### src/rtl/irq_concentrator_pkg.sv
package irq_concentrator_pkg;
   localparam int REG_W     = 32;
   localparam int EN_BIT    = 31;
   localparam int INO_W     = 6;
   localparam int GRP_W     = 5;
   localparam int PROT_W    = INO_W + GRP_W;
   localparam int ISA_LINES = 16;

   typedef logic [REG_W-1:0] map_reg_t;

   // preset identity value: group all ones, interrupt number given
   function automatic map_reg_t map_preset(int ino);
      map_reg_t v;
      v = '0;
      v[PROT_W-1:INO_W] = '1;
      v[INO_W-1:0]      = INO_W'(ino);
      return v;
   endfunction

   // legacy line to vector number, -1 when the line is dropped
   function automatic int isa_target(int line);
      case (line)
         1:  return 'h29;
         4:  return 'h2b;
         6:  return 'h27;
         7:  return 'h22;
         12: return 'h2a;
         default: return -1;
      endcase
   endfunction

   // set of legacy lines that land on a given vector number
   function automatic logic [ISA_LINES-1:0] isa_lines_for(int vec);
      logic [ISA_LINES-1:0] m;
      m = '0;
      for (int l = 0; l < ISA_LINES; l++)
         if (isa_target(l) == vec) m[l] = 1'b1;
      return m;
   endfunction
endpackage

### src/rtl/imc_map_bank.sv
module imc_map_bank
   import irq_concentrator_pkg::*;
#(
   parameter int N        = 8,
   parameter int IDX_W    = 3,
   parameter int INO_BASE = 0,
   parameter int INO_STEP = 4
) (
   input  logic                   clk,
   input  logic                   rst_n,
   input  logic                   wr_hit,
   input  logic [IDX_W-1:0]       wr_idx,
   input  logic [REG_W-1:0]       wr_data,
   output logic [N-1:0][REG_W-1:0] map_q
);
   localparam logic [REG_W-1:0] PROT_MASK = {{(REG_W-PROT_W){1'b0}}, {PROT_W{1'b1}}};

   if (N > (1 << IDX_W)) begin : g_bad_depth
      $error("imc_map_bank: N exceeds index range");
   end

   for (genvar i = 0; i < N; i++) begin : g_reg
      localparam map_reg_t RST = map_preset(INO_BASE + i * INO_STEP);
      always_ff @(posedge clk) begin
         if (!rst_n)
            map_q[i] <= RST;
         else if (wr_hit && (int'(wr_idx) == i))
            map_q[i] <= (map_q[i] & PROT_MASK) | (wr_data & ~PROT_MASK);
      end

      // the identity field never moves once out of reset
      a_r4_prot_kept: assert property (@(posedge clk) disable iff (!rst_n)
         $stable(map_q[i][PROT_W-1:0]));
   end
endmodule

### src/rtl/imc_gate.sv
module imc_gate
   import irq_concentrator_pkg::*;
#(
   parameter int NSRC    = 32,
   parameter int PER_REG = 4,
   localparam int NREG   = NSRC / PER_REG
) (
   input  logic                      clk,
   input  logic                      rst_n,
   input  logic [NSRC-1:0]           src,
   input  logic [NREG-1:0][REG_W-1:0] map_q,
   output logic [NSRC-1:0]           vec
);
   if (NSRC % PER_REG != 0) begin : g_bad_share
      $error("imc_gate: NSRC must be a multiple of PER_REG");
   end

   for (genvar s = 0; s < NSRC; s++) begin : g_src
      assign vec[s] = src[s] & map_q[s / PER_REG][EN_BIT];

      // a blocked source never raises its vector
      a_r6_blocked_low: assert property (@(posedge clk) disable iff (!rst_n)
         !map_q[s / PER_REG][EN_BIT] |-> !vec[s]);
      // an enabled source passes its level unchanged
      a_r6_enabled_pass: assert property (@(posedge clk) disable iff (!rst_n)
         map_q[s / PER_REG][EN_BIT] |-> (vec[s] == src[s]));
   end
endmodule

### src/rtl/imc_isa_fold.sv
module imc_isa_fold
   import irq_concentrator_pkg::*;
#(
   parameter int N_OB    = 32,
   parameter int VEC_OFS = 32
) (
   input  logic [N_OB-1:0]      obio_lvl,
   input  logic [ISA_LINES-1:0] isa_lvl,
   output logic [N_OB-1:0]      ob_src
);
   for (genvar k = 0; k < N_OB; k++) begin : g_fold
      localparam logic [ISA_LINES-1:0] HITS = isa_lines_for(VEC_OFS + k);
      if (HITS == '0) begin : g_plain
         assign ob_src[k] = obio_lvl[k];
      end else begin : g_merge
         assign ob_src[k] = obio_lvl[k] | (|(isa_lvl & HITS));
      end
   end
endmodule

### src/rtl/irq_concentrator.sv
module irq_concentrator
   import irq_concentrator_pkg::*;
#(
   parameter int          N_PCI_REG = 8,
   parameter int          PCI_SHARE = 4,
   parameter int          N_OB      = 32,
   parameter logic [15:0] PCI_BASE  = 16'h0C00,
   parameter logic [15:0] OB_BASE   = 16'h1000,
   localparam int         N_PCI     = N_PCI_REG * PCI_SHARE,
   localparam int         NVEC      = N_PCI + N_OB
) (
   input  logic              clk,
   input  logic              rst_n,
   input  logic [N_PCI-1:0]  pci_lvl,
   input  logic [N_OB-1:0]   obio_lvl,
   input  logic [15:0]       isa_lvl,
   input  logic              reg_wr,
   input  logic [15:0]       reg_addr,
   input  logic [31:0]       reg_wdata,
   output logic [31:0]       reg_rdata,
   output logic [NVEC-1:0]   vec_req
);
   localparam int PCI_IDX_W = $clog2(N_PCI_REG);
   localparam int OB_IDX_W  = 5;

   if (NVEC < 'h33) begin : g_bad_span
      $error("irq_concentrator: vector space must reach 0x32");
   end
   if (N_OB > (1 << OB_IDX_W)) begin : g_bad_ob
      $error("irq_concentrator: too many on-board sources");
   end

   logic                 sel_word;
   logic                 pci_win, ob_win, ob_in_range;
   logic [PCI_IDX_W-1:0] pci_idx;
   logic [OB_IDX_W-1:0]  ob_idx;
   logic [N_PCI_REG-1:0][REG_W-1:0] pci_q;
   logic [N_OB-1:0][REG_W-1:0]      ob_q;
   logic [N_OB-1:0]                 ob_src;

   assign sel_word    = reg_addr[2];
   assign pci_win     = reg_addr[15:3+PCI_IDX_W] == PCI_BASE[15:3+PCI_IDX_W];
   assign pci_idx     = reg_addr[3+PCI_IDX_W-1:3];
   assign ob_win      = reg_addr[15:8] == OB_BASE[15:8];
   assign ob_idx      = reg_addr[7:3];
   assign ob_in_range = int'(ob_idx) < N_OB;

   imc_map_bank #(
      .N(N_PCI_REG), .IDX_W(PCI_IDX_W), .INO_BASE(0), .INO_STEP(PCI_SHARE)
   ) u_pci_bank (
      .clk(clk), .rst_n(rst_n),
      .wr_hit(reg_wr && sel_word && pci_win),
      .wr_idx(pci_idx), .wr_data(reg_wdata), .map_q(pci_q)
   );

   imc_map_bank #(
      .N(N_OB), .IDX_W(OB_IDX_W), .INO_BASE(N_PCI), .INO_STEP(1)
   ) u_ob_bank (
      .clk(clk), .rst_n(rst_n),
      .wr_hit(reg_wr && sel_word && ob_win && ob_in_range),
      .wr_idx(ob_idx), .wr_data(reg_wdata), .map_q(ob_q)
   );

   always_comb begin
      reg_rdata = '0;
      if (sel_word && pci_win)
         reg_rdata = pci_q[pci_idx];
      else if (sel_word && ob_win && ob_in_range)
         reg_rdata = ob_q[ob_idx];
   end

   imc_isa_fold #(.N_OB(N_OB), .VEC_OFS(N_PCI)) u_fold (
      .obio_lvl(obio_lvl), .isa_lvl(isa_lvl), .ob_src(ob_src)
   );

   imc_gate #(.NSRC(N_PCI), .PER_REG(PCI_SHARE)) u_pci_gate (
      .clk(clk), .rst_n(rst_n), .src(pci_lvl), .map_q(pci_q),
      .vec(vec_req[N_PCI-1:0])
   );

   imc_gate #(.NSRC(N_OB), .PER_REG(1)) u_ob_gate (
      .clk(clk), .rst_n(rst_n), .src(ob_src), .map_q(ob_q),
      .vec(vec_req[NVEC-1:N_PCI])
   );

   // a write with the word-select bit clear changes no register
   a_r5_write_ignored: assert property (@(posedge clk) disable iff (!rst_n)
      (reg_wr && !reg_addr[2]) |=> ($stable(pci_q) && $stable(ob_q)));
   // a read with the word-select bit clear returns zero
   a_r5_read_zero: assert property (@(posedge clk) disable iff (!rst_n)
      !reg_addr[2] |-> (reg_rdata == '0));
   // no vector is raised in the first cycle after reset
   a_r1_quiet_after_reset: assert property (@(posedge clk)
      !rst_n |=> (vec_req == '0));
   // a write with no other write pending is visible one edge later
   a_r9_write_lands: assert property (@(posedge clk) disable iff (!rst_n)
      (reg_wr && reg_addr[2] && pci_win) |=> (pci_q[$past(pci_idx)][31:11] == $past(reg_wdata[31:11])));
endmodule

### config.mk
export PLATFORM = sky130hd
export DESIGN_NAME = irq_concentrator
export DESIGN_NICKNAME = d
export VERILOG_FILES = /design/src/rtl/irq_concentrator_pkg.sv /design/src/rtl/imc_map_bank.sv /design/src/rtl/imc_gate.sv /design/src/rtl/imc_isa_fold.sv /design/src/rtl/irq_concentrator.sv
export SDC_FILE = /design/constraint.sdc
export NUM_CORES = 2
export LEC_CHECK = 0
export ABC_CLOCK_PERIOD_IN_PS = 2630
export BUFFER_PORTS_ARGS = -buffer_cell sky130_fd_sc_hd__buf_2
export CORE_ASPECT_RATIO = 1.25
export CORE_MARGIN = 3
export CORE_UTILIZATION = 25
export DETAILED_ROUTE_END_ITERATION = 16
export PLACE_DENSITY = 0.46
export SYNTH_ARGS = -nofsm -noshare
export SYNTH_HDL_FRONTEND = slang
export SYNTH_HIERARCHICAL = 1
export SYNTH_SLANG_ARGS = --single-unit
### constraint.sdc
create_clock -name clk -period 2.63 [get_ports clk]
set_input_delay 0.263 -clock clk [delete_from_list [all_inputs] [get_ports clk]]
set_output_delay 0.263 -clock clk [all_outputs]
set_load 0.01 [all_outputs]
==> reports/qor.txt <==
Layout area overhead = 16.2%
F_max = 380 MHz
Pre-CTS setup slack = -0.541 ns
Root Buffer = clkbuf_16
Vias in the first global route = 30200
Top delay family on crit path = compound AO/OA/AOI/OAI gates
Routed WL per cell = 18.8 um
Avg Cell Area, Syn = 10.4 um2
Pwr dens = 550 mW/mm2
Antenna violations before repair = 11
Top_reg_cell synth = dfxtp_1
Clk buf depth = 3
Initial Util = 25.2%
Worst Tran Pin Value = 0.665 ns
Ports = 227
Top post-synthesis cells by area = dfxtp_1 (38%), mux2i_1 (22%), mux4_2 (14%)
Highest-count cells in the layout ignoring fill and taps = mux2i_1 (990), nand2_1 (938), dfxtp_1 (836)
Yosys synthesis warning count = 6
Final hold slack = 0.0666 ns
Largest net degree at the start of global routing = 86
Hold buffers post-CTS = 0
Post-Route WL = 129 mm
WP depth = 6
# rows = 172
Crit path launch type = register
First-pass GRT wire length = 194 mm
Max-slew headroom = 55.7%
Vias per std cell = 4.38
Final Setup Violations = 1
RSZ-0062 raised after global routing = yes
Post-Syn Area = 0.0444 mm2
Final worst slack = -0.00116 ns
Die Ht = 477 um
Critical Path RT = 2.37 ns
Critical path cell sequence = mux4_2 -> mux2i_1 -> buf_4 -> a211o_4 -> o22ai_2 -> buf_2
Leak = 22.7 nW
Vias = 30100
Num CTS Buffers = 94
Drt pass-1 iters = 5
Fin crit share = 100%
Fin. Hold Viols = 0
Buffers plus inverters on the worst setup path = 2
Critical Path Sink Type = primary output
Critical path's slowest cell = a211o_4
Async set-reset flop share out of synthesis = 0%
Core ar. = 0.176 mm2
Number of max-cap violations = 0
CP Capture Point = reg_rdata[26]
Share of cells above drive strength 1 = 22.7%
DRT iter0 DRCs = 2015
DRC Markers = 0
Synthesized flop and latch total = 840
Synth top area share = 37.9%
Slew Viols, Final = 0
Final ANT Viol Nets = 0
GRT Overall Usage = 13.8%
Gate Count Post-Synth = 4251
Number of synthesized flops with an enable pin = 0
Nets = 4581
Die X = 383 um
Failing checks = setup timing
Worst skew pair latency = 0.66 ns
Multi-input combinational cell area = 0.0243 mm2
R2r setup slk = 1.88 ns
Outcome = complete, but fails checks
CP Class = reg2out
Port Buffer Count = 202
Worst reg2reg startpoint = u_ob_bank/map_q[63]
Worst reg-to-reg path cell count = 3
CP max FO = 2
Setup crit start = u_ob_bank/map_q[58]
Final Skew = 0 ns
Worst flop-to-flop path endpoint = u_ob_bank/map_q[63]
CTS clk-pin slew, worst paths = 0.06 ns
Peak supply drop = 0.000412 V
Overall power = 0.0284 W
Post-synthesis sequential area ratio = 37.9%
# clock sinks = 840
Commonest non-fill, non-tap cell in the layout = mux2i_1
Min Tclk post-route = 2.63 ns
DIE AREA = 0.183 mm2
Fillers = 18500
Crit path DAT = 2.37 ns
RePlAce Congestion = 0.744
Worst path max stage delay = 0.36 ns
Worst min-delay path class = in2reg
H-tree levels = 3
Sequential Area = 0.0168 mm2
Top cell type by total area after synthesis = dfxtp_1
TritonCTS clock tree = yes
Detailed Place HPWL = 86.0 mm
GR Overflow Total = 0
Cell variety after synth = 42
[cell usage after synthesis, types with 5 or more instances]
| cell | instances |
|---|---|
| clkbuf_1 | 192 |
| a22oi_1 | 11 |
| o21ai_0 | 17 |
| dfxtp_1 | 840 |
| o221ai_1 | 12 |
| o22ai_1 | 47 |
| a221o_1 | 14 |
| a211oi_1 | 12 |
| nand4_1 | 5 |
| mux2i_1 | 997 |
| nand4b_1 | 6 |
| nor2b_1 | 10 |
| nor2_1 | 33 |
| or2_1 | 5 |
| buf_6 | 25 |
| buf_4 | 477 |
| mux4_2 | 281 |
| and2_1 | 66 |
| a211o_1 | 17 |
| o2bb2ai_1 | 12 |
| o21ai_1 | 15 |
| a21oi_1 | 15 |
| buf_2 | 134 |
| nand3_1 | 14 |
| mux2_2 | 18 |
| nand2_1 | 943 |
[layer usage]
layer	track usage (%)	up-vias	share of wire, %
met3	2.04	157	4.3
met1	19.9	15100	49
met2	21.6	580	44
met5	0	-	0.026
li1	-	14400	-
met4	3.35	6	2.2
[kinds of logic (layout without fill, tap and decap cells)]
kind of cell           count (synthesis)  count (layout)  share of synthesized area, %
multiplexers                        1296            1296                          37.2
AND/OR/NAND/NOR                     1098            1098                          10.1
flip-flops                           840             840                          37.9
buffers and inverters                839             679                          12.1
AO/OA/AOI/OAI                        174             174                          2.75
other                                  4             443                        0.0338
[where the power goes]
group,switching [W],internal (W)
sequential,0.000000188,0.0127
combinational,0.00127,0.000841
clock,0.00553,0.00802
total,0.00681,0.0216
[sequential cells by signal, indices dropped and copies added (netlist names)]
| name | flops |
|---|---|
| u_pci_bank/map_q | 168 |
| u_ob_bank/map_q | 672 |
[per-stage QoR]
step,util (%),area (um2),TNS (ns),cells
detailed placement,27.3,48000,-8.23,6698
floorplan,-,46000,0,4687
finish,29.3,51600,-0.00116,6879
global route,29.3,51600,-0.274,6877
CTS,29.2,51400,-0.447,6875
global placement,27.3,48000,-8.94,6698
[how the worst min path moves through the flow]
| stage | start | endpoint | depth (start not counted) |
|---|---|---|---|
| floorplan | u_ob_bank/map_q[715] | u_ob_bank/map_q[715] | 2 |
| global placement | u_ob_bank/map_q[732] | u_ob_bank/map_q[732] | 2 |
| detailed placement | u_ob_bank/map_q[946] | u_ob_bank/map_q[946] | 2 |
| CTS | reg_wdata[23] | u_pci_bank/map_q[247] | 3 |
| global route | reg_wdata[31] | u_pci_bank/map_q[191] | 3 |
| finish | reg_wdata[23] | u_pci_bank/map_q[247] | 3 |
[cell type report]
| type | instances | area share, % |
|---|---|---|
| Clock inverter | 30 | 0.759 |
| Inverter | 1 | 0.00728 |
| Multi-Input combinational cell | 3008 | 47.1 |
| Antenna cell | 3 | 0.0146 |
| Timing Repair Buffer | 505 | 8.40 |
| Clock buffer | 143 | 5.40 |
| Tap cell | 2349 | 5.70 |
| Sequential cell | 840 | 32.6 |
[worst reg2reg max path, cell delays in order (launching register included)]
cell and delay, ns:
dfxtp_4 0.34, buf_4 0.14, nand2_1 0.06, mux2i_1 0.07
[repair_timing]
action                                  4_1_cts  5_1_grt
endpoints found under the setup margin       20       18
cloned                                        0        1
gates resized for setup                      47       19
setup buffers                                 4        0
pin swaps                                     9        2
No activity file was read; power rests on OpenSTA's default activity.
